**src/rtl/ccd_lt_pkg.sv**
```systemverilog
package ccd_lt_pkg;
  localparam int CNT_W  = 12;
  localparam int NPULSE = 4;

  typedef enum logic [1:0] {
    PI_OBCLAMP = 2'd0,
    PI_DMCLAMP = 2'd1,
    PI_PREBLK  = 2'd2,
    PI_HBLANK  = 2'd3
  } pulse_idx_e;
endpackage

```
**src/rtl/lt_counters.sv**
```systemverilog
module lt_counters #(
  parameter int W = 12
) (
  input  logic         clk,
  input  logic         rst_n,
  input  logic         hsync_i,
  input  logic         vsync_i,
  output logic [W-1:0] pix_o,
  output logic [W-1:0] line_o
);
  localparam logic [W-1:0] CMAX = {W{1'b1}};

  logic         hs_q, vs_q;
  logic         hs_rise, vs_rise;
  logic [W-1:0] pix_q, pix_d, line_q, line_d;

  always_comb begin
    hs_rise = hsync_i & ~hs_q;
    vs_rise = vsync_i & ~vs_q;
    if (hs_rise)            pix_d = '0;
    else if (pix_q == CMAX) pix_d = pix_q;
    else                    pix_d = pix_q + 1'b1;
    if (vs_rise)             line_d = '0;
    else if (!hs_rise)       line_d = line_q;
    else if (line_q == CMAX) line_d = line_q;
    else                     line_d = line_q + 1'b1;
  end

  always_ff @(posedge clk or negedge rst_n) begin
    if (!rst_n) begin
      hs_q   <= 1'b0;
      vs_q   <= 1'b0;
      pix_q  <= '0;
      line_q <= '0;
    end else begin
      hs_q   <= hsync_i;
      vs_q   <= vsync_i;
      pix_q  <= pix_d;
      line_q <= line_d;
    end
  end

  assign pix_o  = pix_q;
  assign line_o = line_q;

  assert_pix_restart_R1: assert property (@(posedge clk) disable iff (!rst_n)
    (hsync_i && !hs_q) |=> (pix_o == '0));
  assert_pix_step_R1: assert property (@(posedge clk) disable iff (!rst_n)
    (!(hsync_i && !hs_q) && pix_o != CMAX) |=> (pix_o == $past(pix_o) + 1'b1));
  assert_line_clear_R2: assert property (@(posedge clk) disable iff (!rst_n)
    (vsync_i && !vs_q) |=> (line_o == '0));
  assert_line_hold_R2: assert property (@(posedge clk) disable iff (!rst_n)
    (!vsync_i && !hsync_i) |=> $stable(line_o));
  assert_pix_sat_R3: assert property (@(posedge clk) disable iff (!rst_n)
    (pix_o == CMAX && !hsync_i) |=> (pix_o == CMAX));
endmodule

```
**src/rtl/lt_window_bank.sv**
```systemverilog
module lt_window_bank #(
  parameter int W = 12,
  parameter int N = 4,
  parameter int AW = $clog2(N) + 1
) (
  input  logic                clk,
  input  logic                rst_n,
  input  logic                wr_en_i,
  input  logic [AW-1:0]       wr_addr_i,
  input  logic [W-1:0]        wr_data_i,
  input  logic [W-1:0]        pix_i,
  output logic [N-1:0][W-1:0] start_o,
  output logic [N-1:0][W-1:0] stop_o,
  output logic [N-1:0]        hit_o
);
  logic [N-1:0][W-1:0] start_q, stop_q;

  for (genvar k = 0; k < N; k++) begin : g_win
    logic sel;
    logic wr_start, wr_stop;
    assign sel      = wr_en_i && (wr_addr_i[AW-1:1] == k[AW-2:0]);
    assign wr_start = sel && !wr_addr_i[0];
    assign wr_stop  = sel &&  wr_addr_i[0];

    always_ff @(posedge clk or negedge rst_n) begin
      if (!rst_n) begin
        start_q[k] <= '0;
        stop_q[k]  <= '0;
      end else begin
        if (wr_start) start_q[k] <= wr_data_i;
        if (wr_stop)  stop_q[k]  <= wr_data_i;
      end
    end

    assign hit_o[k] = (start_q[k] <= pix_i) && (pix_i < stop_q[k]);
  end

  assign start_o = start_q;
  assign stop_o  = stop_q;
endmodule

```
**src/rtl/lt_width_chk.sv**
```systemverilog
module lt_width_chk #(
  parameter int W = 12,
  parameter int MIN_LEN = 2,
  parameter int MAX_LEN = 20
) (
  input  logic [W-1:0] start_i,
  input  logic [W-1:0] stop_i,
  output logic         err_o
);
  logic [W-1:0] len;

  always_comb begin
    len   = (stop_i > start_i) ? (stop_i - start_i) : '0;
    err_o = (len < W'(MIN_LEN)) || (len > W'(MAX_LEN));
  end
endmodule

```
**src/rtl/ccd_line_timer.sv**
```systemverilog
module ccd_line_timer
  import ccd_lt_pkg::*;
#(
  parameter int W      = CNT_W,
  parameter int N      = NPULSE,
  parameter int OB_MIN = 2,
  parameter int OB_MAX = 20,
  parameter int DM_MIN = 4,
  parameter int DM_MAX = 10
) (
  input  logic                   clk,
  input  logic                   rst_n,
  input  logic                   hsync_i,
  input  logic                   vsync_i,
  input  logic                   ext_mode_i,
  input  logic [N-1:0]           ext_pulse_i,
  input  logic                   wr_en_i,
  input  logic [$clog2(N):0]     wr_addr_i,
  input  logic [W-1:0]           wr_data_i,
  output logic [N-1:0]           pulse_o,
  output logic [W-1:0]           pix_cnt_o,
  output logic [W-1:0]           line_cnt_o,
  output logic [1:0]             width_err_o
);
  localparam int AW = $clog2(N) + 1;

  logic [1:0]          rst_sync;
  logic                rst_int;
  logic [W-1:0]        pix, line;
  logic [N-1:0][W-1:0] win_start, win_stop;
  logic [N-1:0]        hit;
  logic [N-1:0]        pulse_d, pulse_q;

  always_ff @(posedge clk or negedge rst_n) begin
    if (!rst_n) rst_sync <= 2'b00;
    else        rst_sync <= {rst_sync[0], 1'b1};
  end
  assign rst_int = rst_sync[1];

  lt_counters #(.W(W)) u_cnt (
    .clk(clk), .rst_n(rst_int), .hsync_i(hsync_i), .vsync_i(vsync_i),
    .pix_o(pix), .line_o(line)
  );

  lt_window_bank #(.W(W), .N(N), .AW(AW)) u_win (
    .clk(clk), .rst_n(rst_int), .wr_en_i(wr_en_i), .wr_addr_i(wr_addr_i),
    .wr_data_i(wr_data_i), .pix_i(pix),
    .start_o(win_start), .stop_o(win_stop), .hit_o(hit)
  );

  lt_width_chk #(.W(W), .MIN_LEN(OB_MIN), .MAX_LEN(OB_MAX)) u_ob_chk (
    .start_i(win_start[PI_OBCLAMP]), .stop_i(win_stop[PI_OBCLAMP]),
    .err_o(width_err_o[0])
  );

  lt_width_chk #(.W(W), .MIN_LEN(DM_MIN), .MAX_LEN(DM_MAX)) u_dm_chk (
    .start_i(win_start[PI_DMCLAMP]), .stop_i(win_stop[PI_DMCLAMP]),
    .err_o(width_err_o[1])
  );

  always_comb begin
    pulse_d = ext_mode_i ? ext_pulse_i : hit;
  end

  always_ff @(posedge clk or negedge rst_int) begin
    if (!rst_int) pulse_q <= '0;
    else          pulse_q <= pulse_d;
  end

  assign pulse_o    = pulse_q;
  assign pix_cnt_o  = pix;
  assign line_cnt_o = line;

  assert_ext_pass_R5: assert property (@(posedge clk) disable iff (!rst_int)
    ext_mode_i |=> (pulse_o == $past(ext_pulse_i)));

  for (genvar k = 0; k < N; k++) begin : g_chk
    assert_empty_win_R4: assert property (@(posedge clk) disable iff (!rst_int)
      (!ext_mode_i && win_start[k] >= win_stop[k]) |=> !pulse_o[k]);
  end
endmodule

```
**config.mk**
```make
export PLATFORM = sky130hd
export DESIGN_NAME = ccd_line_timer
export DESIGN_NICKNAME = d
export VERILOG_FILES = /design/src/rtl/ccd_lt_pkg.sv /design/src/rtl/lt_counters.sv /design/src/rtl/lt_window_bank.sv /design/src/rtl/lt_width_chk.sv /design/src/rtl/ccd_line_timer.sv
export SDC_FILE = /design/constraint.sdc
export NUM_CORES = 1
export LEC_CHECK = 0
export ABC_AREA = 1
export BUFFER_PORTS_ARGS = -buffer_cell sky130_fd_sc_hd__buf_2
export CORE_MARGIN = 1.5
export CORE_UTILIZATION = 55
export DETAILED_ROUTE_END_ITERATION = 6
export GPL_TIMING_DRIVEN = 0
export MAX_ROUTING_LAYER = met4
export PLACE_DENSITY = 0.73
export SYNTH_ARGS = -nofsm -noshare
export SYNTH_HDL_FRONTEND = slang
export SYNTH_SLANG_ARGS = --single-unit
```
**constraint.sdc**
```tcl
create_clock -name clk -period 7.3 [get_ports clk]
set_input_delay 1.46 -clock clk [delete_from_list [all_inputs] [get_ports clk]]
set_output_delay 1.46 -clock clk [all_outputs]
set_load 0.1 [all_outputs]
```
==> results of run 1 <==
[power by group]
part	switching, uW	internal, uW	leakage [uW]
logic	729	389	0.00327
clock network	309	546	0.000291
registers	116	826	0.00163
[critical path, delay by kind of cell (launching register included)]
kind | cells | cell delay, ns
fa+ha+maj | 2 | 0.64
simple gates | 5 | 0.60
buf+inv | 3 | 0.55
flops | 1 | 0.38
xor+xnor | 1 | 0.14
compound gates | 1 | 0.08
[per-layer routing]
layer / global-route usage, % / up-vias / routed length [um]
met4: 11.5 / 0 / 612
met2: 50.9 / 255 / 11200
li1: - / 3876 / -
met3: 4.95 / 45 / 1310
met1: 40.5 / 3740 / 10600
met5: - / - / 0
[area by class of cell]
| class | count | area, um2 | share of cell area [%] |
|---|---|---|---|
| plain buffers | 18 | 75.1 | 0.762 |
| clock buffers | 27 | 513 | 5.21 |
| clock inverters | 5 | 75.1 | 0.762 |
| inverters | 174 | 654 | 6.64 |
| multi-input cells | 800 | 4740 | 48.1 |
| flip-flops and latches | 128 | 3210 | 32.6 |
| well taps | 211 | 264 | 2.68 |
| repair buffers | 56 | 325 | 3.30 |
[worst max path at each step]
stage / from / to / slack (ns) / cells past startpoint
after global placement: rst_sync[1]$_DFF_PN0_ / u_win.start_o[15]$_DFFE_PN0P_ / 2.00 / 0
after floorplan: rst_sync[1]$_DFF_PN0_ / pulse_o[0]$_DFF_PN0_ / 3.47 / 0
after global routing: u_win.stop_o[0]$_DFFE_PN0P_ / width_err_o[0] / 2.78 / 15
after detailed placement: u_win.stop_o[0]$_DFFE_PN0P_ / width_err_o[0] / 3.45 / 15
after CTS: u_win.stop_o[0]$_DFFE_PN0P_ / width_err_o[0] / 3.00 / 15
final: u_win.stop_o[0]$_DFFE_PN0P_ / width_err_o[0] / 3.01 / 12
[stage by stage]
step	setup WS [ns]	utilization, %	hold slack, ns
2_1_floorplan	3.47	-	0.331
3_3_place_gp	2.00	60.1	0.335
3_5_place_dp	3.45	60.5	0.142
4_1_cts	3.00	64.3	0.141
5_1_grt	2.78	64.3	0.152
6_report	3.01	64.3	0.142
[flip-flops by register name, summed over array words and instances, names as in the netlist]
name           cells
u_cnt.line_o      12
pulse_o            4
u_win.start_o     48
u_cnt.pix_o       12
u_cnt.hs_q         1
u_cnt.vs_q         1
rst_sync           2
u_win.stop_o      48
[cell families (layout without fill, tap and decap cells)]
kind of cell               count (synthesis)  in the layout  synth area share [%]
DFF                                      128            128                  37.0
adders and majority gates                120            120                  17.5
and+or+nand+nor                          429            429                  21.2
xor gates and xnor gates                  11             11                  1.11
other                                      1              1                0.0433
AOI/OAI and AO/OA                        239            239                  14.8
buffers and inverters                    192            280                  8.42
[cell usage in the layout, fill, tap and decap left out, types with 3 or more instances in the layout]
cell,instances
o21bai_1,3
nand4_1,20
xnor2_1,3
clkbuf_8,5
nor2_2,4
nor3_1,17
buf_2,54
clkbuf_1,21
nand3b_1,3
clkbuf_16,17
inv_1,170
clkinv_2,4
o21a_1,12
xor2_1,8
nand2_4,3
nand3_1,48
nand2_2,3
a31oi_1,4
a21oi_1,73
o31ai_1,5
dfrtp_1,127
ha_1,118
nand2_1,275
o21ai_0,131
nor2_1,50
==> flow_metrics.tcl, run 1 <==
set metrics [dict create \
    period_share_pct 58.7 \
    finalSetupTns_ns 0 \
    fin_nets 1340 \
    netlist-cell-type-count 40 \
    cpMostUsedCell "nand2_1" \
    yosys-top-cells-area "dfrtp_1 37%, ha_1 17%, nand2_1 12%" \
    port_buffers 54 \
    synth-seq-area-share_pct 37.0 \
    globalplace.congestion 0.894 \
    worstPathCellList "inv_1, ha_1, fa_1, nand3b_1, nand2_1, nand2_1, nand2_1, a21oi_1, xor2_1, nand3_1, buf_4, buf_2" \
    peakVddDrop_mv 0.147 \
    cts.sinks 128 \
    cp_data_arrival_time_ns 2.83 \
    postCtsResizedCells 0 \
    dieWidth_um 129 \
    die_height_um 129 \
    ys_seq_elements 128 \
    cts_buffer_depth 2 \
    final_layout_size_suffix_gt1_share_pct 8.69 \
    num_io_pins 55 \
    power.total_uw 2910 \
    avgSynthCellArea_um2 7.74 \
    max_stage_delay_ns 0.41 \
    final_hold_viol_count 0 \
    cellLeakagePower_uw 0.00519 \
    cts_tree "built" \
    fin_area_um2 9850 \
    ys_async_sr_fraction_pct 100 \
    global_route.usage.total_pct 31.6 \
    n_antenna_cell 0 \
    postCtsSetupRepairBufs 0 \
    root_buffer "clkbuf_16" \
    grt_pass1_wl_mm 38.3 \
    reg2reg_depth 8 \
    slew_violations 0 \
    yosys.area.top_type "dfrtp_1" \
    insertion_delay_ns 0.43 \
    critPathLaunchType "register" \
    synth-main-ff-cell "dfrtp_1" \
    cp_max_fo 4 \
    yosysMostFrequentCell "nand2_1" \
    fillers 1352 \
    numCtsBuffers 17 \
    crit_type "register to primary output" \
    grt_antenna_before_repair 0 \
    synth_area_um2 8670 \
    power.density_nw_per_um2 296 \
    rsz0062_at_grt "no" \
    vias_per_cell 5.58 \
    synth_top_cells_by_count "275 x nand2_1, 170 x inv_1, 131 x o21ai_0, 128 x dfrtp_1, 118 x ha_1" \
    fin_worst_skew_ns 0.00502 \
    postRouteWirelength_mm 23.8 \
    netlist.area_leader.share_pct 37.0 \
    syn_inst 1120 \
    start_util_pct 56.6 \
    wl_per_cell_um 16.8 \
    r2r-start "u_cnt.pix_o[9]$_DFFE_PN0P_" \
    final_cells 1419 \
    max_cap_violations 0 \
    reg2reg_slack_ns 4.83 \
    reg2reg_to "pulse_o[3]$_DFF_PN0_" \
    hp-class "register to asynchronous set/reset pin" \
    grt_pass1_vias 7392 \
    hpwl_mm 17.1 \
    core_area_um2 15300 \
    syn_to_final_growth_pct 13.6 \
    fin_crit_ns 4.29 \
    gr-total-overflow 0 \
    clock.fmax_ghz 0.233 \
    clk_pin_slew_worst_paths_ns 0.05 \
    postRouteAntennaNets 0 \
    end_kind "primary output" \
    syn_nets 1265 \
    grt_max_degree 65 \
    synth_edf_count 0 \
    drcViolationCount 0 \
    place_area_um2 9260 \
    drt_pre_antenna_iters 5 \
    finalSetupViolCount 0 \
    die_area_um2 16500 \
    rows 45 \
    worst_pin_slew_ns 0.807 \
    dpl.cell_count 1387 \
    via_count 7916 \
    cts_max_level 4 \
    crit_slowest_cell "fa_1" \
    status "finished clean" \
    drt_iter0_drc 535 \
    holdBufCountCts 0 \
    relSlewSlack_pct 46.0 \
    cp_data_required_time_ns 5.84 \
    ys_warn_count 0 \
]
(Power assumes the default switching activity.)
==> inputs of run 2 (changes only) <==
--- a/config.mk
+++ b/config.mk
@@ -12,7 +12,7 @@
 export DETAILED_ROUTE_END_ITERATION = 6
 export GPL_TIMING_DRIVEN = 0
 export MAX_ROUTING_LAYER = met4
-export PLACE_DENSITY = 0.73
+export PLACE_DENSITY = 0.76
 export SYNTH_ARGS = -nofsm -noshare
 export SYNTH_HDL_FRONTEND = slang
 export SYNTH_SLANG_ARGS = --single-unit
==> constraint.sdc (replaced) <==
create_clock -name clk -period 3.49 [get_ports clk]
set_input_delay 0.698 -clock clk [delete_from_list [all_inputs] [get_ports clk]]
set_output_delay 0.698 -clock clk [all_outputs]
set_load 0.1 [all_outputs]
==> flow_metrics.tcl, run 2 (same netlist as run 1, synthesis figures left out) <==
set metrics [dict create \
    n_antenna_cell 0 \
    power.switching_uw 2420 \
    fin_area_um2 9890 \
    postRouteAntennaNets 0 \
    grt_util_met2_pct 49.3 \
    place_area_um2 9230 \
    finalSetupTns_ns 0 \
    power_frac_comb_pct 37.6 \
    holdBufCountCts 0 \
    syn_to_final_growth_pct 14.1 \
    final_layout_size_suffix_gt1_share_pct 9.20 \
    final_cell_mix "274 x nand2_1, 170 x inv_1, 131 x o21ai_0, 127 x dfrtp_1, 118 x ha_1" \
    port_buffers 54 \
    end_kind "primary output" \
    die_area_um2 16500 \
    final_common_cell "nand2_1" \
    crit_buf_inv 3 \
    cp_data_arrival_time_ns 2.57 \
    grt_pass1_wl_mm 37.6 \
    cts_max_level 4 \
    core_area_um2 15300 \
    period_share_pct 93.6 \
    cp_max_fo 4 \
    crit_family "simple AND/OR/NAND/NOR gates" \
    peakVddDrop_mv 0.297 \
    crit_type "register to primary output" \
    critPathLaunchType "register" \
    drt_pre_antenna_iters 5 \
    cts_tree "built" \
    grt_pass1_vias 7405 \
    fin_worst_skew_ns 0.00582 \
    cts_buffer_depth 2 \
    fin_crit_ns 3.27 \
    final_hold_viol_count 0 \
    numCtsBuffers 17 \
    insertion_delay_ns 0.42 \
    clock.fmax_ghz 0.306 \
    relSlewSlack_pct 42.2 \
    vias_per_cell 5.56 \
    cp_data_required_time_ns 2.79 \
    max_cap_violations 0 \
    slew_violations 0 \
    drt_iter0_drc 567 \
    cts.sinks 128 \
    clk_pin_slew_worst_paths_ns 0.06 \
    fillers 1327 \
    rows 45 \
    global_route.usage.total_pct 30.9 \
    die_height_um 129 \
    finalSetupViolCount 0 \
    grt_antenna_before_repair 0 \
    power.density_nw_per_um2 628 \
    hp-class "input pin to asynchronous set/reset pin" \
    globalplace.congestion 0.916 \
    drcViolationCount 0 \
    busiest_layer "met2" \
    power_frac_seq_pct 31.9 \
    status "finished clean" \
    swShare_pct 39.0 \
    postRouteWirelength_mm 23.4 \
    start_util_pct 56.6 \
    whs_ns 0.0458 \
    worstPathCellList "inv_1, ha_1, fa_2, nand3b_1, nand2_2, nand2_1, nand2_1, xor2_1, nand2_1, nor2_1, nand3_1, buf_4, buf_6" \
    gr-total-overflow 0 \
    cellLeakagePower_uw 0.00520 \
    dieWidth_um 129 \
    wl_per_cell_um 16.5 \
    crit_slowest_cell "dfrtp_1" \
    grtUsageMet3_pct 5.07 \
    clkPwrFrac_pct 30.5 \
    via_count 7889 \
    num_io_pins 55 \
    hpwl_mm 16.6 \
    p_int_uw 3790 \
    fin_nets 1339 \
    root_buffer "clkbuf_16" \
    rsz0062_at_grt "no" \
    grt_max_degree 67 \
    cpMostUsedCell "nand2_1" \
    max_stage_delay_ns 0.36 \
    use_met1_pct 37.8 \
    worst_pin_slew_ns 0.867 \
    power.total_uw 6210 \
]
-- run 2: power by group through the flow --
| stage | clock [uW] | combinational, uW | sequential (uW) |
|---|---|---|---|
| 3_5_place_dp | 0 | 2290 | 2000 |
| 6_report | 1900 | 2330 | 1980 |
| 2_1_floorplan | 0 | 1570 | 2150 |
| 3_3_place_gp | 0 | 2200 | 2010 |
| 4_1_cts | 1910 | 2310 | 1980 |
| 5_1_grt | 1980 | 2680 | 2020 |
-- run 2: repair_timing --
action | CTS | global route
setup buffers | 0 | 0
setup endpoints to repair | 0 | 2
gates resized for setup | 0 | 9
-- run 2: final timing paths --
check | slack (ns) | to | from | cells after the start
worst max register to register | 0.98 | pulse_o[2]$_DFF_PN0_ | u_cnt.pix_o[9]$_DFFE_PN0P_ | 9
min in group clk | 0.36 | rst_sync[1]$_DFF_PN0_ | rst_sync[0]$_DFF_PN0_ | 0
max in group asynchronous | 2.24 | u_win.start_o[18]$_DFFE_PN0P_ | rst_sync[1]$_DFF_PN0_ | 1
worst min-delay path | 0.05 | rst_sync[1]$_DFF_PN0_ | rst_n | 1
worst max-delay path | 0.22 | width_err_o[0] | u_win.stop_o[0]$_DFFE_PN0P_ | 13
worst min register to register | 0.36 | rst_sync[1]$_DFF_PN0_ | rst_sync[0]$_DFF_PN0_ | 0
-- run 2: metrics by stage --
| stage | std cells | utilization (%) | setup slack, ns |
|---|---|---|---|
| 3_5_place_dp | 1386 | 60.3 | 0.462 |
| 3_3_place_gp | 1385 | 60.1 | 0.466 |
| 4_1_cts | 1418 | 64.4 | 0.00165 |
| 2_1_floorplan | 1120 | - | 0.826 |
| 5_1_grt | 1418 | 64.6 | 0.0105 |
| 6_report | 1418 | 64.6 | 0.224 |
-- run 2: per-layer routing --
metal / routed length (um) / part of all wire (%) / vias to the layer above
li1: - / - / 3857
met1: 9840 / 42 / 3670
met2: 10900 / 46 / 274
met3: 1460 / 6.2 / 88
met4: 1210 / 5.2 / 0
met5: 0 / 0 / -
-- run 2: final cells by class --
type,count,area [um2],area share [%]
clock buffers,22,474,4.80
plain buffers,18,75.1,0.759
well taps,211,264,2.67
multi-input cells,800,4750,48.0
inverters,174,654,6.62
clock inverters,10,158,1.59
repair buffers,55,307,3.10
flip-flops and latches,128,3210,32.4
